`src/rtl/osc_ctrl_pkg.sv`:
```
package osc_ctrl_pkg;

   typedef enum logic [1:0] {
      KS_LOCKED = 2'd0,
      KS_KEY1   = 2'd1,
      KS_OPEN   = 2'd2
   } key_state_e;

   // Field order is part of the behaviour: bit 7 first, select in bits 2:0
   typedef struct packed {
      logic       int_en;
      logic       xtal_en;
      logic       wdt_en;
      logic       sys_fd_en;
      logic       wdt_fd_en;
      logic [2:0] sel;
   } osc_fields_t;

   localparam int unsigned FIELD_W = $bits(osc_fields_t);

endpackage

```
`src/rtl/osc_key_fsm.sv`:
```
module osc_key_fsm
   import osc_ctrl_pkg::*;
#(
   parameter int unsigned          DATA_W = 8,
   parameter logic [DATA_W-1:0]    KEY_A  = 8'hE7,
   parameter logic [DATA_W-1:0]    KEY_B  = 8'h18
) (
   input  logic              clk,
   input  logic              rst_n,
   input  logic              wr_hit,
   input  logic [DATA_W-1:0] wdata,
   output logic              commit,
   output key_state_e        state
);

   key_state_e state_d;

   generate
      if (KEY_A == KEY_B) begin : g_bad_keys
         $error("osc_key_fsm: both key bytes must differ");
      end
   endgenerate

   always_comb begin
      state_d = state;
      commit  = 1'b0;
      if (wr_hit) begin
         unique case (state)
            KS_LOCKED: state_d = (wdata == KEY_A) ? KS_KEY1 : KS_LOCKED;
            KS_KEY1:   state_d = (wdata == KEY_B) ? KS_OPEN : KS_LOCKED;
            KS_OPEN: begin
               commit  = 1'b1;
               state_d = KS_LOCKED;
            end
            default:   state_d = KS_LOCKED;
         endcase
      end
   end

   always_ff @(posedge clk or negedge rst_n) begin
      if (!rst_n) state <= KS_LOCKED;
      else        state <= state_d;
   end

   AST_RELOCK_AFTER_WRITE: assert property (@(posedge clk) disable iff (!rst_n)
      commit |=> state == KS_LOCKED);
   AST_SECOND_KEY_OPENS: assert property (@(posedge clk) disable iff (!rst_n)
      (wr_hit && state == KS_KEY1 && wdata == KEY_B) |=> state == KS_OPEN);
   AST_WRONG_SECOND_ABORTS: assert property (@(posedge clk) disable iff (!rst_n)
      (wr_hit && state == KS_KEY1 && wdata != KEY_B) |=> state == KS_LOCKED);
   AST_IDLE_HOLDS_STATE: assert property (@(posedge clk) disable iff (!rst_n)
      !wr_hit |=> $stable(state));

endmodule

```
`src/rtl/osc_field_store.sv`:
```
module osc_field_store
   import osc_ctrl_pkg::*;
#(
   parameter logic [FIELD_W-1:0] RESET_VAL = 8'hA0
) (
   input  logic               clk,
   input  logic               rst_n,
   input  logic               commit,
   input  logic [FIELD_W-1:0] wdata,
   output osc_fields_t        q,
   output logic               accept_pulse
);

   always_ff @(posedge clk or negedge rst_n) begin
      if (!rst_n) begin
         q            <= osc_fields_t'(RESET_VAL);
         accept_pulse <= 1'b0;
      end else begin
         accept_pulse <= commit;
         if (commit) q <= osc_fields_t'(wdata);
      end
   end

   AST_NO_CHANGE_WITHOUT_COMMIT: assert property (@(posedge clk) disable iff (!rst_n)
      !commit |=> $stable(q));
   AST_COMMIT_STORES_DATA: assert property (@(posedge clk) disable iff (!rst_n)
      commit |=> q == $past(wdata));
   AST_PULSE_SINGLE: assert property (@(posedge clk) disable iff (!rst_n)
      accept_pulse |=> !accept_pulse);

endmodule

```
`src/rtl/osc_ctrl_reg.sv`:
```
module osc_ctrl_reg
   import osc_ctrl_pkg::*;
#(
   parameter int unsigned          ADDR_W    = 12,
   parameter int unsigned          DATA_W    = 8,
   parameter logic [ADDR_W-1:0]    REG_ADDR  = 12'hF86,
   parameter logic [DATA_W-1:0]    KEY_A     = 8'hE7,
   parameter logic [DATA_W-1:0]    KEY_B     = 8'h18,
   parameter logic [DATA_W-1:0]    RESET_VAL = 8'hA0
) (
   input  logic              clk,
   input  logic              rst_n,
   input  logic [ADDR_W-1:0] bus_addr,
   input  logic              bus_wr,
   input  logic [DATA_W-1:0] bus_wdata,
   input  logic              bus_rd,
   output logic [DATA_W-1:0] bus_rdata,
   output logic              int_osc_en,
   output logic              xtal_en,
   output logic              wdt_osc_en,
   output logic              sysclk_fd_en,
   output logic              wdt_fd_en,
   output logic [2:0]        clk_sel,
   output logic              xtal_pin_ovr,
   output logic              wr_accept
);

   generate
      if (DATA_W != FIELD_W) begin : g_bad_width
         $error("osc_ctrl_reg: DATA_W must equal the field layout width");
      end
   endgenerate

   logic        hit;
   logic        wr_hit;
   logic        commit;
   key_state_e  key_state;
   osc_fields_t fields;

   assign hit    = (bus_addr == REG_ADDR);
   assign wr_hit = bus_wr && hit;

   osc_key_fsm #(
      .DATA_W (DATA_W),
      .KEY_A  (KEY_A),
      .KEY_B  (KEY_B)
   ) u_key (
      .clk    (clk),
      .rst_n  (rst_n),
      .wr_hit (wr_hit),
      .wdata  (bus_wdata),
      .commit (commit),
      .state  (key_state)
   );

   osc_field_store #(
      .RESET_VAL (RESET_VAL)
   ) u_store (
      .clk          (clk),
      .rst_n        (rst_n),
      .commit       (commit),
      .wdata        (bus_wdata),
      .q            (fields),
      .accept_pulse (wr_accept)
   );

   assign bus_rdata    = (bus_rd && hit) ? DATA_W'(fields) : '0;
   assign int_osc_en   = fields.int_en;
   assign xtal_en      = fields.xtal_en;
   assign wdt_osc_en   = fields.wdt_en;
   assign sysclk_fd_en = fields.sys_fd_en;
   assign wdt_fd_en    = fields.wdt_fd_en;
   assign clk_sel      = fields.sel;
   assign xtal_pin_ovr = fields.xtal_en;

   AST_STATE_LEGAL: assert property (@(posedge clk) disable iff (!rst_n)
      key_state != 2'd3);
   AST_ACCEPT_ONLY_AFTER_HIT: assert property (@(posedge clk) disable iff (!rst_n)
      !wr_hit |=> !wr_accept);

endmodule

```
`config.mk`:
```
export PLATFORM = sky130hd
export DESIGN_NAME = osc_ctrl_reg
export DESIGN_NICKNAME = d
export VERILOG_FILES = /design/src/rtl/osc_ctrl_pkg.sv /design/src/rtl/osc_key_fsm.sv /design/src/rtl/osc_field_store.sv /design/src/rtl/osc_ctrl_reg.sv
export SDC_FILE = /design/constraint.sdc
export NUM_CORES = 1
export LEC_CHECK = 0
export BUFFER_PORTS_ARGS = -buffer_cell sky130_fd_sc_hd__buf_2
export CORE_UTILIZATION = 43
export DETAILED_ROUTE_END_ITERATION = 8
export HOLD_SLACK_MARGIN = 0.03
export MAX_ROUTING_LAYER = met4
export PLACE_DENSITY_LB_ADDON = 0.3
export SLEW_MARGIN = 15
export SYNTH_ARGS = -nofsm -noshare
export SYNTH_HDL_FRONTEND = slang
export SYNTH_HIERARCHICAL = 1
export SYNTH_SLANG_ARGS = --single-unit
```
`constraint.sdc`:
```
create_clock -name clk -period 2.26 [get_ports clk]
set_clock_uncertainty 0.2 [all_clocks]
set_input_delay 0.113 -clock clk [delete_from_list [all_inputs] [get_ports clk]]
set_output_delay 0.113 -clock clk [all_outputs]
set_load 0.005 [all_outputs]
```
==> results of run 1 <==
-- stage by stage --
step	TNS, ns	setup WS, ns	power [W]
2_1_floorplan	0	0.0327	0.000210
6_report	0	0.213	0.000372
3_5_place_dp	-0.0558	-0.0230	0.000239
4_1_cts	0	0.241	0.000375
3_3_place_gp	0	0.0836	0.000238
5_1_grt	0	0.138	0.000388
-- final timing paths --
kind	startpoint	endpoint	cells past startpoint
worst max-delay path	bus_addr[0]	u_store/q[0]	6
worst min register to register	u_store/q[2]	u_store/q[2]	1
worst min-delay path	rst_n	u_key/state[0]	2
min in group clk	bus_wr	u_key/state[1]	5
worst max register to register	u_key/state[0]	u_store/q[0]	4
max in group asynchronous	rst_n	u_store/q[5]	2
-- cells in the mapped netlist (all sizes together) --
cell,n,area [sq um]
dfrtp,9,225
nor4,9,56.3
mux2,8,120
nand2,8,30.0
buf,4,27.5
inv,3,11.3
nand4b,3,26.3
or4b,3,30.0
dfstp,2,52.6
nand3b,2,15.0
o32ai,2,17.5
and3,1,6.26
nand4bb,1,11.3
-- power by group through the flow --
| stage | logic [W] | registers, W | clock network [W] |
|---|---|---|---|
| after floorplan | 0.00000929 | 0.000201 | 0 |
| after global placement | 0.0000370 | 0.000201 | 0 |
| after detailed placement | 0.0000377 | 0.000201 | 0 |
| after CTS | 0.0000495 | 0.000198 | 0.000128 |
| after global routing | 0.0000554 | 0.000197 | 0.000135 |
| final | 0.0000492 | 0.000198 | 0.000125 |
-- worst reg2reg max path: stages, from the launching register on --
cell and delay [ns]:
dfrtp_1 0.39, inv_1 0.07, and3_1 0.17, buf_4 0.17, mux2_4 0.31
-- layout make-up --
cell class	instances	area, sq um	area share [%]
clock buffer	4	26.3	2.66
inverter	3	11.3	1.14
multi-input combinational	37	313	31.7
tap	15	18.8	1.90
timing repair buffer	56	340	34.5
sequential	11	278	28.1
-- logic make-up after synthesis --
| family | Yosys count |
|---|---|
| buffers and inverters | 7 |
| AOI/OAI and AO/OA | 2 |
| muxes | 8 |
| and+or+nand+nor | 27 |
| DFF | 11 |
-- registers in the layout, summed over array words and instances, names as in the netlist --
name / count
u_key/state: 2
u_store/q: 8
u_store/accept_pulse: 1
-- routing by layer --
layer	wire [um]	vias up	share of wire, %	global-route usage, %
li1	-	321	-	-
met1	642	306	43	21.7
met2	724	30	48	37.5
met3	127	0	8.5	3.33
met4	0	0	0	7.50
met5	0	-	0	-
==> impl_metrics.json, run 1 <==
{
  "wire_per_inst_um": 11.9,
  "viasPerCell": 5.21,
  "internal-power_w": 0.000295,
  "period_share_pct": 90.6,
  "cts_resized": 0,
  "ys_warn_count": 6,
  "grt_pass1_vias": 512,
  "synth_area_per_cell_sq_um": 11.4,
  "drive_gt1_share_pct": 54.1,
  "pwr_density_cell_nw_per_um2": 377,
  "synth_top_family_by_area": "simple AND/OR/NAND/NOR gates",
  "ys_ff_latch": 11,
  "fmax_mhz": 489,
  "critPathRequiredTime_ns": 2.20,
  "worstMarginPinSlew_ns": 0.563,
  "switching_power_w": 0.0000768,
  "initialDrtViolationCount": 9,
  "overflow": 0,
  "hold_buffers": 9,
  "antenna_found_initial": 0,
  "ir_drop_mv": 0.388,
  "clkLatencyLatePin_ns": 0.26,
  "cts.clk_slew.worst_paths_ns": 0.07,
  "cpPeakStageDelay_ns": 0.54,
  "dp_hpwl_um": 1190,
  "grt.total_usage_pct": 20.4,
  "critPathMaxFanout": 5,
  "ys_seq_area_share_pct": 44.1,
  "period_minus_slack_ns": 2.05,
  "layout_commonest_cell": "buf_2",
  "fill_cells": 107,
  "die_width_um": 40.3,
  "cts_buffer_depth": 2,
  "dpl_cell_area_sq_um": 871,
  "vias": 657,
  "power.share.switching_pct": 20.7,
  "min_path_type": "input port to async pin",
  "layout.nets": 136,
  "ios": 42,
  "outcome": "completed",
  "place_inst": 113,
  "cts_buffers": 3,
  "worst_setup_path_start_kind": "input port",
  "synth_compound_area_share_pct": 2.78,
  "whs_ns": 0.0378,
  "slowest_stage": "or4b_1",
  "dieArea_sq_um": 1620,
  "gp_routability_congestion": 0.732,
  "setup_viol": 0,
  "synthAdderAreaFrac_pct": 0,
  "r2r_setup_slack_ns": 0.84,
  "crit_type": "input port to register",
  "hold_violations": 0,
  "max-slew-margin-rel_pct": 62.1,
  "syn_nets": 79,
  "crit_family": "simple AND/OR/NAND/NOR gates",
  "final_cell_mix": "buf_2, nor4_1, dlygate4sd3_1, dfrtp_1",
  "syn_to_final_growth_pct": 56.9,
  "grt_first_pass_wirelength_um": 2080,
  "p_leak_nw": 0.508,
  "final_util_pct": 74.0,
  "cts_setup_buffers": 0,
  "drc": 0,
  "arrival_ns": 1.99,
  "synth_cells": 55,
  "core_sq_um": 1330,
  "grt_setup_unrepaired": "no",
  "synth_cell_types": 16,
  "synth.area.mux_share_pct": 19.1,
  "cts_tree": "built",
  "portBuffers": 41,
  "seqPwrFrac_pct": 53.2,
  "syn_area_sq_um": 629,
  "combPwrFrac_pct": 13.2,
  "stdcell_area_sq_um": 987,
  "die_h_um": 40.3,
  "maxCapViolCount": 0,
  "end_kind": "register",
  "critical_path.cell_chain": "buf_2, or4b_1, nor4_1, and3_1, buf_4, mux2_4",
  "start_util_pct": 47.2,
  "first_pass_iters": 4,
  "wl_um": 1490,
  "power_frac_clock_pct": 33.6,
  "synth_xor_area_share_pct": 0,
  "grt_max_degree": 12,
  "fin_cells": 126,
  "drv_slew": 0,
  "cts_root_buf": "clkbuf_4",
  "crit_buf_inv": 2,
  "antenna_left": 0,
  "cts.sinks": 11,
  "rows": 13,
  "htree_levels": 1,
  "n_antenna_cell": 0,
  "synth-simple-area-share_pct": 27.8
}
Power figures use the tool's default switching activity.
==> run 2: changes to the inputs <==
--- a/config.mk
+++ b/config.mk
@@ -6,6 +6,7 @@
 export NUM_CORES = 1
 export LEC_CHECK = 0
 export BUFFER_PORTS_ARGS = -buffer_cell sky130_fd_sc_hd__buf_2
+export CAP_MARGIN = 10
 export CORE_UTILIZATION = 43
 export DETAILED_ROUTE_END_ITERATION = 8
 export HOLD_SLACK_MARGIN = 0.03
==> constraint.sdc (replaced) <==
create_clock -name clk -period 2.53 [get_ports clk]
set_clock_uncertainty 0.2 [all_clocks]
set_input_delay 0.1265 -clock clk [delete_from_list [all_inputs] [get_ports clk]]
set_output_delay 0.1265 -clock clk [all_outputs]
set_load 0.005 [all_outputs]
==> run 2 against run 1 <==
  * Cell area shrank 1.5%
  * Clock-buffer cell count is the same
  * Utilization shrank 1.1 points
  * Via count shrank 4.9%
  * Total power shrank 10%
  * Non-clock buffer count shrank 2
  * Largest cell class unchanged
==> impl_metrics.json, run 2 (synthesis results as in run 1) <==
{
  "outcome": "completed",
  "whs_ns": 0.0476,
  "initialDrtViolationCount": 5,
  "syn_to_final_growth_pct": 54.5,
  "pre_cts_slack_ns": 0.319,
  "critPathMaxFanout": 5,
  "total_power_w": 0.000333,
  "regMostFlops": "u_store/q",
  "top_regs": "u_store/q: 8 flops, u_key/state: 2 flops, u_store/accept_pulse: 1 flops",
  "arrival_ns": 1.91,
  "cts_setup_buffers": 0,
  "worstMarginPinSlew_ns": 0.344,
  "wire_per_inst_um": 11.3,
  "setup_viol": 0,
  "portBuffers": 41,
  "cts_buffer_depth": 2,
  "antenna_left": 0,
  "start_util_pct": 47.2,
  "clkLatencyLatePin_ns": 0.26,
  "dp_hpwl_um": 1150,
  "worst_setup_path_start_kind": "input port",
  "fmax_mhz": 512,
  "period_minus_slack_ns": 1.95,
  "min_path_type": "input port to async pin",
  "fill_cells": 99,
  "first_pass_iters": 3,
  "dieArea_sq_um": 1620,
  "vias": 625,
  "crit_type": "input port to register",
  "end_kind": "register",
  "cts_tree": "built",
  "grt_setup_unrepaired": "no",
  "drv_slew": 0,
  "rows": 13,
  "layout.nets": 134,
  "critPathRequiredTime_ns": 2.49,
  "overflow": 0,
  "grt_max_degree": 12,
  "p_leak_nw": 0.498,
  "ios": 42,
  "largest_register_ffs": 8,
  "cts_root_buf": "clkbuf_4",
  "cts_resized": 0,
  "period_share_pct": 77.3,
  "cts_buffers": 3,
  "pwr_density_cell_nw_per_um2": 343,
  "cts.sinks": 11,
  "drive_gt1_share_pct": 53.2,
  "grt_pass1_vias": 486,
  "drc": 0,
  "grt.total_usage_pct": 19.2,
  "grt_first_pass_wirelength_um": 1970,
  "gp_routability_congestion": 0.734,
  "n_antenna_cell": 0,
  "viasPerCell": 5.04,
  "maxCapViolCount": 0,
  "final_util_pct": 72.9,
  "max-slew-margin-rel_pct": 76.9,
  "antenna_found_initial": 0,
  "htree_levels": 1,
  "die_width_um": 40.3,
  "cts.clk_slew.worst_paths_ns": 0.07,
  "ir_drop_mv": 0.212,
  "tns_ns": 0,
  "die_h_um": 40.3,
  "wl_um": 1400,
  "final_cell_mix": "buf_2, nor4_1, dlygate4sd3_1, dfrtp_1",
  "layout_commonest_cell": "buf_2",
  "fin_ws_ns": 0.575,
  "hold_violations": 0,
  "core_sq_um": 1330
}
## run 2: changes by cell type in the layout (fill, tap and decap cells not counted)
cell / delta
buf_4: -2
## run 2: power by group
group / internal [W] / switching, W / total, W / leakage (nW)
Clock: 0.0000608 / 0.0000527 / 0.000114 / 0.0150
Combinational: 0.0000259 / 0.0000172 / 0.0000431 / 0.347
Sequential: 0.000176 / 0.000000191 / 0.000176 / 0.136
## run 2: routing by layer
metal / vias to the layer above / global-route usage (%) / routed length (um)
li1: 316 / - / -
met1: 279 / 21.6 / 588
met2: 30 / 34.7 / 692
met3: 0 / 5.00 / 120
met4: 0 / 2.50 / 0
met5: - / - / 0
## run 2: final cells by class
class	count	area (sq um)	share of cell area, %
flip-flops and latches	11	278	28.6
well taps	15	18.8	1.93
multi-input cells	37	313	32.2
inverters	3	11.3	1.16
clock buffers	4	26.3	2.70
repair buffers	54	325	33.5
## run 2: path summary, 6_finish.rpt
path | startpoint | to | slack (ns) | cells past startpoint
setup / recovery | bus_addr[0] | u_key/state[1] | 0.58 | 6
hold / removal | rst_n | u_key/state[1] | 0.05 | 2
setup reg to reg | u_key/state[0] | u_store/q[0] | 1.10 | 4
hold reg to reg | u_store/q[1] | u_store/q[1] | 0.34 | 1
max in group asynchronous | rst_n | u_store/q[5] | 1.82 | 2
min in group clk | bus_wr | u_key/state[1] | 0.17 | 5
## run 2: timing repair
action / 4_1_cts / 5_1_grt
hold buffers: 9 / 0
setup endpoints to repair: 0 / 0
endpoints found under the hold margin: 21 / 0
## run 2: through the flow
step / instance area, sq um / instances
final: 972 / 124
after global routing: 972 / 124
after CTS: 972 / 124
after detailed placement: 856 / 111
after global placement: 856 / 111
after floorplan: 629 / 55
## run 2: critical path, cell delays in order
cell	delay, ns
buf_2	0.09
or4b_1	0.54
nor4_1	0.27
buf_4	0.19
or4b_1	0.44
o32ai_1	0.25
==> run 3: changes to the inputs <==
--- a/config.mk
+++ b/config.mk
@@ -7,7 +7,7 @@
 export LEC_CHECK = 0
 export BUFFER_PORTS_ARGS = -buffer_cell sky130_fd_sc_hd__buf_2
 export CAP_MARGIN = 10
-export CORE_UTILIZATION = 43
+export CORE_UTILIZATION = 40
 export DETAILED_ROUTE_END_ITERATION = 8
 export HOLD_SLACK_MARGIN = 0.03
 export MAX_ROUTING_LAYER = met4
==> constraint.sdc (replaced) <==
create_clock -name clk -period 1.85 [get_ports clk]
set_clock_uncertainty 0.2 [all_clocks]
set_input_delay 0.0925 -clock clk [delete_from_list [all_inputs] [get_ports clk]]
set_output_delay 0.0925 -clock clk [all_outputs]
set_load 0.005 [all_outputs]
==> run 3 against run 2 <==
  * Clock power increased by 36%
  * Routed wire length rose by 17%
  * Hold slack improved by 0.055 ns
  * Critical endpoint is now u_store/q[4]
==> impl_metrics.json, run 3 (synthesis results as in run 1) <==
{
  "dpl_cell_area_sq_um": 890,
  "switching_power_w": 0.000104,
  "grt.total_usage_pct": 22.2,
  "cts_resized": 0,
  "hold_buffers": 10,
  "viasPerCell": 5.16,
  "p_leak_nw": 0.524,
  "hold_violations": 0,
  "ir_drop_mv": 0.411,
  "combPwrFrac_pct": 14.4,
  "min_path_type": "input port to register",
  "start_util_pct": 45.5,
  "drc": 0,
  "grt_first_pass_wirelength_um": 2840,
  "cts_buffer_depth": 2,
  "syn_to_final_growth_pct": 61.6,
  "crit_type": "input port to register",
  "worstMarginPinSlew_ns": 0.409,
  "cts_buffers": 3,
  "gp_routability_congestion": 0.791,
  "antenna_found_initial": 0,
  "drv_slew": 0,
  "whs_ns": 0.102,
  "cts.clk_slew.worst_paths_ns": 0.07,
  "regMostFlops": "u_store/q",
  "dieArea_sq_um": 1740,
  "core_sq_um": 1380,
  "end_kind": "register",
  "fmax_mhz": 551,
  "worst_setup_path_start_kind": "input port",
  "final_util_pct": 73.6,
  "layout.nets": 137,
  "stdcell_area_sq_um": 1020,
  "critPathMaxFanout": 5,
  "place_inst": 113,
  "cts.sinks": 11,
  "antenna_left": 0,
  "grt_max_degree": 10,
  "pwr_density_cell_nw_per_um2": 455,
  "period_share_pct": 98.1,
  "fin_ws_ns": 0.0346,
  "die_width_um": 41.7,
  "cts_tree": "built",
  "final_cell_mix": "buf_2, dlygate4sd3_1, dfrtp_1",
  "vias": 655,
  "arrival_ns": 1.76,
  "setup_viol": 0,
  "fill_cells": 106,
  "power_frac_clock_pct": 33.5,
  "clkLatencyLatePin_ns": 0.26,
  "power.share.switching_pct": 22.5,
  "cts_setup_buffers": 0,
  "layout_commonest_cell": "buf_2",
  "first_pass_iters": 4,
  "grt_setup_unrepaired": "no",
  "largest_register_ffs": 8,
  "grt_pass1_vias": 651,
  "die_h_um": 41.7,
  "initialDrtViolationCount": 4,
  "drive_gt1_share_pct": 56.3,
  "internal-power_w": 0.000359,
  "portBuffers": 41,
  "cts_root_buf": "clkbuf_4",
  "wl_um": 1650,
  "wire_per_inst_um": 13.0,
  "n_antenna_cell": 0,
  "top_regs": "u_store/q: 8 flops, u_key/state: 2 flops, u_store/accept_pulse: 1 flops",
  "overflow": 0,
  "max-slew-margin-rel_pct": 72.7,
  "ios": 42,
  "outcome": "completed",
  "pre_cts_slack_ns": -0.222,
  "fin_cells": 127,
  "htree_levels": 1,
  "rows": 13,
  "period_minus_slack_ns": 1.82,
  "seqPwrFrac_pct": 52.1,
  "maxCapViolCount": 0,
  "critPathRequiredTime_ns": 1.79
}
run 3: area by class of cell:
| type | count | area, sq um | share of cell area, % |
|---|---|---|---|
| inverter | 3 | 11.3 | 1.11 |
| tap | 15 | 18.8 | 1.85 |
| multi-input combinational | 37 | 332 | 32.6 |
| clock inverter | 1 | 5.00 | 0.492 |
| clock buffer | 3 | 22.5 | 2.21 |
| timing repair buffer | 57 | 350 | 34.4 |
| sequential | 11 | 278 | 27.3 |
run 3: path summary, 6_finish.rpt:
kind / from / endpoint / slack (ns) / cells past startpoint
worst min-delay path: bus_wr / u_key/state[0] / 0.10 / 5
worst max register to register: u_key/state[0] / u_store/q[4] / 0.40 / 4
worst max-delay path: bus_addr[0] / u_store/q[4] / 0.03 / 6
worst min register to register: u_store/q[4] / u_store/q[4] / 0.34 / 1
min in group asynchronous: rst_n / u_store/q[7] / 0.12 / 2
max in group asynchronous: rst_n / u_store/q[0] / 0.48 / 3
run 3: critical path, stage by stage:
cell    delay [ns]
buf_2         0.09
or4b_4        0.54
nor4_4        0.32
and3_1        0.24
buf_4         0.17
mux2_4        0.30
run 3: stage by stage:
step           setup TNS [ns]  total power (W)
2_1_floorplan           -1.26         0.000260
3_3_place_gp            -1.45         0.000293
6_report                    0         0.000463
3_5_place_dp            -1.81         0.000294
5_1_grt                     0         0.000498
4_1_cts                     0         0.000468
run 3: power groups by stage:
stage               combinational, W  clock, W  sequential [W]
floorplan                  0.0000143         0        0.000246
global placement           0.0000477         0        0.000246
detailed placement         0.0000488         0        0.000246
CTS                        0.0000660  0.000161        0.000241
global route               0.0000724  0.000184        0.000241
finish                     0.0000665  0.000155        0.000241
run 3: layer usage:
metal	up-vias	share of wire [%]	GRT usage, %
li1	324	-	-
met5	-	0	-
met3	2	5.3	4.78
met2	26	49	35.9
met1	303	45	25.6
met4	0	0.67	11.6
